### src/rtl/msi_cap_pkg.sv
package msi_cap_pkg;

  localparam logic [7:0] CAP_ID = 8'h05;

  // Capability length in bytes for the build options.
  function automatic int cap_bytes(bit a64, bit pvm);
    if (pvm) return a64 ? 24 : 20;
    return a64 ? 14 : 10;
  endfunction

  // Bits 0 .. (2**lg - 1) set, the rest clear.
  function automatic logic [31:0] count_mask(logic [2:0] lg);
    logic [31:0] m;
    for (int i = 0; i < 32; i++) m[i] = (i < (1 << lg));
    return m;
  endfunction

  // Merge write data into a word under byte enables and a writable-bit mask.
  function automatic logic [31:0] be_merge(logic [31:0] cur, logic [31:0] wd,
                                           logic [3:0] be, logic [31:0] wm);
    logic [31:0] m;
    for (int b = 0; b < 4; b++) m[b*8 +: 8] = be[b] ? wm[b*8 +: 8] : 8'h00;
    return (cur & ~m) | (wd & m);
  endfunction

endpackage

### src/rtl/msi_win_decode.sv
module msi_win_decode #(
  parameter int CAP_DW = 'h14,
  parameter bit ADDR64 = 1'b1,
  parameter bit PVM    = 1'b1
) (
  input  logic [5:0] addr,
  input  logic [3:0] be,
  output logic       hit_ctrl,
  output logic       hit_alo,
  output logic       hit_ahi,
  output logic       hit_data,
  output logic       hit_mask,
  output logic       hit_pend,
  output logic       be_in_win
);
  import msi_cap_pkg::*;

  localparam int NBYTES   = cap_bytes(ADDR64, PVM);
  localparam int WIN_DW   = (NBYTES + 3) / 4;
  localparam int DATA_REL = ADDR64 ? 3 : 2;
  localparam int MASK_REL = DATA_REL + 1;
  localparam int PEND_REL = DATA_REL + 2;

  logic [5:0] rel;
  logic       in_dw;

  always_comb begin
    rel   = addr - 6'(CAP_DW);
    in_dw = (int'(addr) >= CAP_DW) && (int'(rel) < WIN_DW);
    hit_ctrl = in_dw && rel == 6'd0;
    hit_alo  = in_dw && rel == 6'd1;
    hit_ahi  = in_dw && ADDR64 && rel == 6'd2;
    hit_data = in_dw && rel == 6'(DATA_REL);
    hit_mask = in_dw && PVM && rel == 6'(MASK_REL);
    hit_pend = in_dw && PVM && rel == 6'(PEND_REL);
    be_in_win = 1'b0;
    for (int i = 0; i < 4; i++)
      if (be[i] && in_dw && (int'(rel) * 4 + i) < NBYTES) be_in_win = 1'b1;
  end

endmodule

### src/rtl/msi_ctrl_reg.sv
module msi_ctrl_reg #(
  parameter int VEC_LOG2 = 2
) (
  input  logic       clk,
  input  logic       rst_n,
  input  logic       wr_byte,
  input  logic [7:0] wbyte,
  input  logic       win_wr,
  output logic       en_q,
  output logic [2:0] mme_q,
  output logic       en_nxt,
  output logic [2:0] mme_nxt
);
  localparam logic [2:0] MMC = 3'(VEC_LOG2);

  always_comb begin
    en_nxt  = wr_byte ? wbyte[0]   : en_q;
    mme_nxt = wr_byte ? wbyte[6:4] : mme_q;
    if (win_wr && en_nxt && mme_nxt > MMC) mme_nxt = MMC;
  end

  always_ff @(posedge clk or negedge rst_n) begin
    if (!rst_n) begin
      en_q  <= 1'b0;
      mme_q <= 3'd0;
    end else begin
      en_q  <= en_nxt;
      mme_q <= mme_nxt;
    end
  end

  p_mme_clamp_r7: assert property (@(posedge clk) disable iff (!rst_n)
    en_q |-> (mme_q <= MMC))
    else $error("enabled count above supported count");

endmodule

### src/rtl/msi_msg_regs.sv
module msi_msg_regs #(
  parameter bit ADDR64 = 1'b1
) (
  input  logic        clk,
  input  logic        rst_n,
  input  logic        wr_alo,
  input  logic        wr_ahi,
  input  logic        wr_data,
  input  logic [3:0]  be,
  input  logic [31:0] wdata,
  output logic [31:0] addr_lo,
  output logic [31:0] addr_hi,
  output logic [15:0] data
);
  import msi_cap_pkg::*;

  always_ff @(posedge clk or negedge rst_n) begin
    if (!rst_n) begin
      addr_lo <= '0;
      data    <= '0;
    end else begin
      if (wr_alo)  addr_lo <= be_merge(addr_lo, wdata, be, 32'hFFFF_FFFC);
      if (wr_data) data    <= be_merge({16'h0, data}, wdata, be, 32'h0000_FFFF)[15:0];
    end
  end

  generate
    if (ADDR64) begin : g_hi
      always_ff @(posedge clk or negedge rst_n) begin
        if (!rst_n)      addr_hi <= '0;
        else if (wr_ahi) addr_hi <= be_merge(addr_hi, wdata, be, 32'hFFFF_FFFF);
      end
    end else begin : g_nohi
      assign addr_hi = '0;
    end
  endgenerate

  p_alo_low_r4: assert property (@(posedge clk) disable iff (!rst_n)
    addr_lo[1:0] == 2'b00)
    else $error("address low bits not zero");

  p_data_hold_r5: assert property (@(posedge clk) disable iff (!rst_n)
    !wr_data |=> $stable(data))
    else $error("data changed without write");

endmodule

### src/rtl/msi_vec_regs.sv
module msi_vec_regs #(
  parameter int VEC_LOG2 = 2,
  parameter bit PVM      = 1'b1
) (
  input  logic        clk,
  input  logic        rst_n,
  input  logic        wr_mask,
  input  logic [3:0]  be,
  input  logic [31:0] wdata,
  input  logic [31:0] pend_set,
  input  logic [2:0]  mme_q,
  input  logic        en_q,
  input  logic        trim,
  input  logic [2:0]  mme_nxt,
  output logic [31:0] mask,
  output logic [31:0] pend
);
  import msi_cap_pkg::*;

  localparam logic [2:0] MMC = 3'(VEC_LOG2);

  generate
    if (PVM) begin : g_pvm
      logic [31:0] cap_m;
      logic [31:0] pend_n;
      always_comb begin
        cap_m  = count_mask(MMC);
        pend_n = pend | (pend_set & cap_m & count_mask(mme_q));
        if (trim) pend_n = pend_n & count_mask(mme_nxt);
      end
      always_ff @(posedge clk or negedge rst_n) begin
        if (!rst_n) begin
          mask <= '0;
          pend <= '0;
        end else begin
          if (wr_mask) mask <= be_merge(mask, wdata, be, cap_m);
          pend <= pend_n;
        end
      end

      p_mask_cap_r6: assert property (@(posedge clk) disable iff (!rst_n)
        (mask & ~count_mask(MMC)) == 32'h0)
        else $error("mask bit above supported count");

      p_mask_hold_r6: assert property (@(posedge clk) disable iff (!rst_n)
        !wr_mask |=> $stable(mask))
        else $error("mask changed without write");

      p_pend_trim_r8: assert property (@(posedge clk) disable iff (!rst_n)
        en_q |-> ((pend & ~count_mask(mme_q)) == 32'h0))
        else $error("pending bit above enabled count");
    end else begin : g_nopvm
      assign mask = '0;
      assign pend = '0;
    end
  endgenerate

endmodule

### src/rtl/msi_cap_regs.sv
module msi_cap_regs #(
  parameter int CAP_DW   = 'h14,
  parameter int VEC_LOG2 = 2,
  parameter bit ADDR64   = 1'b1,
  parameter bit PVM      = 1'b1
) (
  input  logic        clk,
  input  logic        rst_n,
  input  logic        cfg_wr,
  input  logic [5:0]  cfg_addr,
  input  logic [3:0]  cfg_be,
  input  logic [31:0] cfg_wdata,
  output logic [31:0] cfg_rdata,
  input  logic [31:0] pend_set,
  input  logic        intx_req,
  output logic        intx_out,
  output logic        msi_en,
  output logic [2:0]  vec_log2,
  output logic [63:0] msg_addr,
  output logic [15:0] msg_data,
  output logic [31:0] vec_mask,
  output logic [31:0] vec_pend
);
  import msi_cap_pkg::*;

  localparam logic [2:0] MMC = 3'(VEC_LOG2);

  logic hit_ctrl, hit_alo, hit_ahi, hit_data, hit_mask, hit_pend, be_in_win;
  logic win_wr, en_q, en_nxt;
  logic [2:0] mme_q, mme_nxt;
  logic [31:0] addr_lo, addr_hi;
  logic [15:0] data;
  logic [15:0] ctrl_word;

  msi_win_decode #(.CAP_DW(CAP_DW), .ADDR64(ADDR64), .PVM(PVM)) u_dec (
    .addr(cfg_addr), .be(cfg_be),
    .hit_ctrl(hit_ctrl), .hit_alo(hit_alo), .hit_ahi(hit_ahi),
    .hit_data(hit_data), .hit_mask(hit_mask), .hit_pend(hit_pend),
    .be_in_win(be_in_win)
  );

  assign win_wr = cfg_wr && be_in_win;

  msi_ctrl_reg #(.VEC_LOG2(VEC_LOG2)) u_ctrl (
    .clk(clk), .rst_n(rst_n),
    .wr_byte(cfg_wr && hit_ctrl && cfg_be[2]), .wbyte(cfg_wdata[23:16]),
    .win_wr(win_wr),
    .en_q(en_q), .mme_q(mme_q), .en_nxt(en_nxt), .mme_nxt(mme_nxt)
  );

  msi_msg_regs #(.ADDR64(ADDR64)) u_msg (
    .clk(clk), .rst_n(rst_n),
    .wr_alo(cfg_wr && hit_alo), .wr_ahi(cfg_wr && hit_ahi),
    .wr_data(cfg_wr && hit_data),
    .be(cfg_be), .wdata(cfg_wdata),
    .addr_lo(addr_lo), .addr_hi(addr_hi), .data(data)
  );

  msi_vec_regs #(.VEC_LOG2(VEC_LOG2), .PVM(PVM)) u_vec (
    .clk(clk), .rst_n(rst_n),
    .wr_mask(cfg_wr && hit_mask), .be(cfg_be), .wdata(cfg_wdata),
    .pend_set(pend_set), .mme_q(mme_q), .en_q(en_q),
    .trim(win_wr && en_nxt), .mme_nxt(mme_nxt),
    .mask(vec_mask), .pend(vec_pend)
  );

  assign ctrl_word = {7'b0, PVM, ADDR64, mme_q, MMC, en_q};

  always_comb begin
    cfg_rdata = 32'h0;
    if (hit_ctrl)      cfg_rdata = {ctrl_word, 8'h00, CAP_ID};
    else if (hit_alo)  cfg_rdata = addr_lo;
    else if (hit_ahi)  cfg_rdata = addr_hi;
    else if (hit_data) cfg_rdata = {16'h0, data};
    else if (hit_mask) cfg_rdata = vec_mask;
    else if (hit_pend) cfg_rdata = vec_pend;
  end

  assign msi_en   = en_q;
  assign vec_log2 = mme_q;
  assign msg_addr = {addr_hi, addr_lo};
  assign msg_data = data;
  assign intx_out = intx_req && !en_q;

endmodule

### config.mk
export PLATFORM = sky130hd
export DESIGN_NAME = msi_cap_regs
export DESIGN_NICKNAME = d
export VERILOG_FILES = /design/src/rtl/msi_cap_pkg.sv /design/src/rtl/msi_win_decode.sv /design/src/rtl/msi_ctrl_reg.sv /design/src/rtl/msi_msg_regs.sv /design/src/rtl/msi_vec_regs.sv /design/src/rtl/msi_cap_regs.sv
export SDC_FILE = /design/constraint.sdc
export NUM_CORES = 1
export LEC_CHECK = 0
export ABC_AREA = 0
export ABC_CLOCK_PERIOD_IN_PS = 5300
export CORE_MARGIN = 3
export CORE_UTILIZATION = 50
export DETAILED_ROUTE_END_ITERATION = 8
export DONT_BUFFER_PORTS = 1
export GPL_TIMING_DRIVEN = 1
export MAX_ROUTING_LAYER = met4
export PLACE_DENSITY = 0.74
export SYNTH_ARGS = -nofsm -noshare
export SYNTH_HDL_FRONTEND = slang
export SYNTH_HIERARCHICAL = 1
export SYNTH_SLANG_ARGS = --single-unit
### constraint.sdc
create_clock -name clk -period 5.3 [get_ports clk]
set_clock_uncertainty 0.1 [all_clocks]
set_input_delay 0.795 -clock clk [delete_from_list [all_inputs] [get_ports clk]]
set_output_delay 0.795 -clock clk [all_outputs]
set_load 0.03 [all_outputs]
After elaboration in Yosys (flattened, before gate mapping):

Cells that the tools add are included.

* bits in registers: 148
* input bits: 78
* output and inout port bits: 181
* word-level logic and storage cells: 155

* add/sub/neg operators: 4
* magnitude comparators: 71
* equality and inequality tests: 5
* shift operators: 2
* muxes and demuxes: 20
* bitwise operators: 19
* reduce and logical (&&, ||, !) cells: 27

Operators with widths (number)
* less-than comparator 6 x 32 -> 1 bit (first input constant): 32
* less-than comparator 5 x 32 -> 1 bit (first input constant): 16
* less-than comparator 4 x 32 -> 1 bit (first input constant): 8
* two-way mux 32 bit: 7
* AND 32 bit: 6
* less-than comparator 3 x 32 -> 1 bit (first input constant): 4
* bitwise OR 32 bit: 4
* less-than comparator 32 x 6 -> 1 bit (second input constant): 3
* less-than comparator 1 x 32 -> 1 bit (first input constant): 2
* less-than comparator 2 x 32 -> 1 bit (first input constant): 2
* inverter 32 bit: 2
* left shift 1 x 3 -> 32 bit (first input constant): 2
* two-way mux 8 bit: 5
* AND 16 bit: 2
* AND 32 x 4 -> 32 bit: 1
* AND 4 x 32 -> 32 bit: 1
* inverter 8 -> 32 bit: 1
* logical AND 1 bit: 25
* adder 8 x 2 -> 9 bit (second input constant): 2
* inverter 16 bit: 1
* bitwise OR 16 bit: 1
* == test 6 x 2 -> 1 bit (second input constant): 2
* == test 6 x 3 -> 1 bit (second input constant): 2
* adder 8 x 1 -> 9 bit (second input constant): 1
* 11 further kinds: 16

Longest topological paths before layout:

* word-level depth: 17
* depth in mapped cells: 15
* gate-level depth less buffers: 12

Hierarchy:

The synthesis kept the hierarchy.

Modules (own cells, without submodules)
* msi_msg_regs: instances 1, cells an instance 169, area an instance 2909.0 um2, sequential area each 1951.9 um2
* msi_vec_regs: instances 1, cells an instance 112, area an instance 1515.2 um2, sequential area each 900.9 um2
* msi_cap_regs: instances 1, cells an instance 189, area an instance 1316.3 um2, sequential area each 0.0 um2
* msi_win_decode: instances 1, cells an instance 32, area an instance 249.0 um2, sequential area each 0.0 um2
* msi_ctrl_reg: instances 1, cells an instance 16, area an instance 203.9 um2, sequential area each 100.1 um2

Worst setup path after synthesis:

Ideal clock, no wire load.

* kind: input port to output port
* start point: input port cfg_addr[2]
* end point: output port cfg_rdata[10]
* arrival: 3.670 ns
* required time: 4.405 ns
* slack: 0.735 ns
* stages: 10
* buffers on the path: 1
* cell sequence: inv_1 -> ha_1 -> nor4b_1 -> o21a_2 -> o21ai_4 -> nor4b_1 -> and2b_4 -> buf_4 -> a221oi_1 -> o31ai_1

* word-level cells in the longest chain between the ends: 10
* elaborated cells between the ends (all ways): 22
* classes of those cells: 1 x add/sub; 2 x order compare; 5 x eq/ne; 6 x mux; 8 x reduce/logical

RTL lines
* start: declaration: line msi_cap_regs.sv:10 `input logic [5:0] cfg_addr,`
* subtractor 6 x 5 -> 6 bit: line msi_win_decode.sv:28 `rel = addr - 6'(CAP_DW);`
* less-than comparator 6 x 3 -> 1 bit: line msi_win_decode.sv:29 `in_dw = (int'(addr) >= CAP_DW) && (int'(rel) < WIN_DW);`
* logical AND 1 bit: line msi_win_decode.sv:29
* logical AND 1 bit *: line msi_win_decode.sv:35 `hit_pend = in_dw && PVM && rel == 6'(PEND_REL);`
* net hit_pend: line msi_cap_regs.sv:28 `logic hit_ctrl, hit_alo, hit_ahi, hit_data, hit_mask, hit_pend, be_in_win;`
* two-way mux 32 bit *: line msi_cap_regs.sv:76 `else if (hit_pend) cfg_rdata = vec_pend;`
* two-way mux 32 bit *: line msi_cap_regs.sv:75 `else if (hit_mask) cfg_rdata = vec_mask;`
* two-way mux 32 bit *: line msi_cap_regs.sv:74 `else if (hit_data) cfg_rdata = {16'h0, data};`
* two-way mux 32 bit *: line msi_cap_regs.sv:73 `else if (hit_ahi) cfg_rdata = addr_hi;`
* two-way mux 32 bit *: line msi_cap_regs.sv:72 `else if (hit_alo) cfg_rdata = addr_lo;`
* two-way mux 32 bit *: line msi_cap_regs.sv:71 `if (hit_ctrl) cfg_rdata = {ctrl_word, 8'h00, CAP_ID};`
* end: declaration: line msi_cap_regs.sv:13 `output logic [31:0] cfg_rdata,`

Mark *: on every way through the listed nets, which the timed path passes. The rest lies on a longest branch.

Final worst setup path:

* start point: input port cfg_addr[2]
* end point: output port cfg_rdata[9]

* elaborated cells between the ends (all ways): 22
* classes of those cells: 1 x add/sub; 2 x order compare; 5 x eq/ne; 6 x mux; 8 x reduce/logical

RTL lines
* subtractor 6 x 5 -> 6 bit: line msi_win_decode.sv:28
* less-than comparator 6 x 3 -> 1 bit: line msi_win_decode.sv:29
* logical AND 1 bit: line msi_win_decode.sv:29
* logical AND 1 bit *: line msi_win_decode.sv:33 `hit_data = in_dw && rel == 6'(DATA_REL);`
* net hit_data: line msi_cap_regs.sv:28
* two-way mux 32 bit *: line msi_cap_regs.sv:74
* two-way mux 32 bit *: line msi_cap_regs.sv:73
* two-way mux 32 bit *: line msi_cap_regs.sv:72
* two-way mux 32 bit *: line msi_cap_regs.sv:71

Marks and branches as above.

==> results <==
- Net switching is 26.64% of the power.
- In the synthesized netlist, the number of instances is 518.
- The number of antenna violations at the first check in global routing is 0.
- The flow ran to the end, and the final reports show no timing, DRC or antenna violations.
- The met3 track demand over resource in global routing is 8.843%.
- The count of flip-flops with a built-in enable after synthesis is 0.
- For this design, the sink count on the clock tree is 118.
- Of the available clock period, the critical path in the final layout requires 93.38%.
- The number of pins exceeding their max-slew limit in the final report was 0.
- The peak supply drop is 301.2 uV.
- Combinational logic is responsible for 5.7% of the overall power.
- The most used cell along the critical path is buf_4.
- In this run the tool buffered the top-level ports with 0 buffer cells.
- The clock passes through at most 2 buffers.
- Relative to the synthesized area, the layout overhead comes to 13.94%.
- The die extent in y is 117.3 um.
- Clock latency on the worst-skew pair, taken at its later pin, is 0.42 ns.
- Setup repair after global routing left no endpoint under its margin.
- The detailed-route vias per instance is 6.117.
- Power spread over the standard cell area amounts to 345.7 nW/um2.
- The sum of routed wire length over all layers is 17600 um.
- The class of the most critical hold timing path is in2async.
- The synthesized netlist devotes 19.31% of its cell area to compound gates.
- The highest fanout seen on the critical path is 17.
- The routed design could run at a clock period as short as 4.949 ns.
- Walking the worst path, the cells encountered are inv_1 > ha_1 > nor4b_1 > o21a_2 > o21ai_4 > nor4_1 > buf_4 > or2_1 > a221oi_1 > o31ai_1 > buf_4.
- The repair_antennas step left the layout with diodes totalling 0.
- The number of optimization iterations in the first detailed-route pass is 5.
- The total non-filler cell area in the finished layout is 7057 um2.
- The worst-case headroom to the max-slew limit is 35.56%.
- The worst setup path is launched from a primary input.
- The most common cell after layout, fill and taps aside is dfrtp_1.
- The total overflow left after global routing is 0.
- The maximum number of pins on one net before global-route repair is 119.
- Pin placement for this block handled 259 I/O pins.
- For this block, the initial DRC count from the detailed router was 366.
- Setup slack on the worst reg-to-reg path comes out at 2.73 ns.
- After the last flow step, the layout net total stands at 627.
- The final sum of negative setup slack is 0 ns.
- The post-placement cell count is 694.
- The power share of the clock group is 50.7%.
- Global routing used 39.18% of the available met2 tracks.
- The placed instances occupy a cell area of 6394 um2.
- The portion of synthesized area spent on multiplexers is 15.66%.
- The slowest stage cell on the critical path is nor4_1.
- The fraction of synthesis flops using an asynchronous set or reset pin is 100.0%.
- STA classifies the critical path endpoint as an output port.
- The per-instance average area after synthesis is 11.96 um2.
- Cell internal power was estimated by the tool at 1.790 mW.
- The number of hold-repair buffers added at the cts stage is 1.
- The category of cells accounting for the largest share of critical-path delay is simple AND/OR/NAND/NOR gates.
- The layout has 1011 filler cells.
- After synthesis the netlist holds a flip-flop and latch count of 118.
- The number of nets still failing antenna checks after routing is 0.
- The tree is rooted in a clkbuf_16.
- The Yosys step of the flow raised 6 warnings.
- The synthesized netlist devotes 9.051% of its cell area to simple gates.
- Data on the critical path arrives at its endpoint at 4.05 ns.
- The sum of buffers and inverters on the critical path is 3.
- The number of global-route vias before repair is 4401.
- The leakage power is 3.231 nW.
- In this run the post-CTS setup repair buffer count came out at 0.
- The most used flip-flop cell after synthesis is dfrtp_1.
- The max-capacitance violation count is 0.
- The routability-driven placement congestion ratio is 0.8842.
- The horizontal die dimension is 117.3 um.
- By area, the combinational part of the netlist is dominated by compound AO/OA/AOI/OAI gates.
- For the worst setup path, the data required time is 4.41 ns.
- The global-route wire length before repair is 25520 um.
- The clock-pin slew reported for the worst setup and hold paths after clock tree synthesis is 0.05 ns.
- The H-tree level count is 4.
- The share of synthesized area occupied by flip-flops and latches is 47.68%.
- At the pin with the least slew margin, the transition time is 0.9666 ns.
- For this run, global-route usage on met1 was measured as 31.85%.
- The worst setup path is of the in2out kind.
- Hold timing on the final database bottoms out at a slack of 0.2222 ns.
- The analysis attributes to net switching a power of 649.9 uW.
- Once the clock tree was built, the resizer swapped 0 gates to a different size.
- The final design utilization is 58.51%.
- Setup violations remaining at the end of the flow were counted as 0.
- Of the total synthesized cell area, the portion taken by XOR and XNOR cells is 0%.
- TritonCTS built the clock tree.
- Once layout is complete, the cells apart from fillers number 727.
- In this design, the stage delay of the slowest critical-path cell is 0.72 ns.
- The post-synthesis cell area is 6193 um2.
- The total core area is 12060 um2.
- Synthesis instantiated 54 different standard cells from the library.
- Per report_power, the sequential group accounts for 43.6% of the total.
- In the routed design, unresolved DRC markers number 0.
- Once the floorplan was initialized, standard cells occupied 51.35% of the core.
- The most congested layer reported by global routing is met2.
- The row count is 40.
- The routed layout has 4447 vias.
- TritonCTS created 17 clock buffers.
- Summed over all nets, the half-perimeter wirelength after detailed placement is 12550 um.
- In the final routed layout, each cell accounts on average for 24.20 um.
- The aggregate global-route resource usage is 25.81%.
- In the layout the commonest cells are 118 x dfrtp_1, 83 x mux2_2, 38 x buf_4.
- The floorplan die area is 13760 um2.
- The final count of hold timing violations came to 0.
- The adder-cell share of the synthesized area is 0.6061%.
- The ratio of cells with drive above 1 in the final layout is 36.14%.
- The highest attainable clock frequency is 202.0 MHz.
synthesized netlist by cell type, types with 2 or more instances:
library cell / number / area, um2
and3_1: 3 / 18.77
o31a_1: 2 / 17.52
nor4_1: 2 / 12.51
a21boi_2: 10 / 112.6
or2_1: 3 / 18.77
and2_1: 14 / 87.58
a221oi_2: 5 / 75.07
buf_6: 5 / 56.30
a31oi_1: 3 / 18.77
buf_4: 36 / 270.3
nor4b_1: 4 / 35.03
a2111oi_2: 9 / 135.1
mux2_2: 83 / 934.7
nand2_1: 30 / 112.6
a221o_1: 4 / 40.04
a21boi_0: 10 / 75.07
o22ai_1: 16 / 100.1
a221oi_1: 20 / 175.2
inv_1: 13 / 48.80
o22a_1: 2 / 17.52
o31ai_1: 17 / 127.6
dfrtp_1: 118 / 2953
nor2b_1: 7 / 43.79
conb_1: 2 / 7.510
ha_1: 3 / 37.54
nor2_1: 8 / 30.03
a32o_1: 4 / 40.04
a21oi_1: 7 / 35.03
a211oi_1: 11 / 82.58
o21a_1: 2 / 15.01
o21ai_0: 5 / 25.02
nand2b_1: 10 / 62.56
nand3_1: 4 / 20.02
nand2_2: 10 / 62.56
mux2i_1: 2 / 20.02
buf_2: 15 / 75.07
nor3_1: 2 / 10.01
cell type report:
class	count	area, um2	area share, %
Clock buffer	19	442.9	6.277
Clock inverter	13	192.7	2.730
Inverter	13	48.80	0.6915
Multi-Input combinational cell	357	2897	41.05
Sequential cell	118	2953	41.84
Tap cell	168	210.2	2.979
Timing Repair Buffer	39	312.8	4.433
metal layers:
layer / up-vias / wire length, um
met5: - / 0
met4: 0 / 425
met3: 36 / 1591
met2: 223 / 8650
met1: 2254 / 6929
li1: 1934 / -
worst reg2reg max path, cell delays in order (launching register included):
cell and delay, ns:
dfrtp_1 0.58, mux2_4 0.26, nand2_2 0.06, o31ai_1 0.68, o21ai_2 0.46, a21boi_0 0.33
metrics by stage:
stage,total power [mW],worst slack (ns)
final,2.439,0.3506
after global routing,2.518,0.1849
after CTS,2.452,0.4283
after detailed placement,1.197,0.5018
after global placement,1.191,0.6373
after floorplan,1.176,0.7349
logic make-up after synthesis:
family | count (synthesis)
flip-flops | 118
buffers and inverters | 71
multiplexers | 86
AO/OA/AOI/OAI | 135
other | 2
adder cells (fa/ha/maj) | 3
AND/OR/NAND/NOR | 103
final timing paths:
| check | depth (start not counted) | endpoint | start |
|---|---|---|---|
| worst min-delay path | 1 | async pin | rst_n |
| max in group asynchronous | 1 | async pin | rst_n |
| worst min register to register | 1 | u_vec/pend[16]$_DFFE_PN0P_ | u_vec/pend[16]$_DFFE_PN0P_ |
| min in group clk | 1 | u_vec/pend[0]$_DFF_PN0_ | pend_set[0] |
| worst max register to register | 5 | u_vec/pend[31]$_DFFE_PN0P_ | u_ctrl/en_q$_DFF_PN0_ |
| worst max-delay path | 11 | cfg_rdata[9] | cfg_addr[2] |
power by group through the flow:
stage	combinational (mW)	sequential (mW)	clock, mW
detailed placement	0.117	1.08	0
finish	0.139	1.06	1.24
global route	0.150	1.07	1.30
global placement	0.114	1.08	0
CTS	0.138	1.06	1.25
floorplan	0.120	1.06	0
No activity file was read; power rests on OpenSTA's default activity.
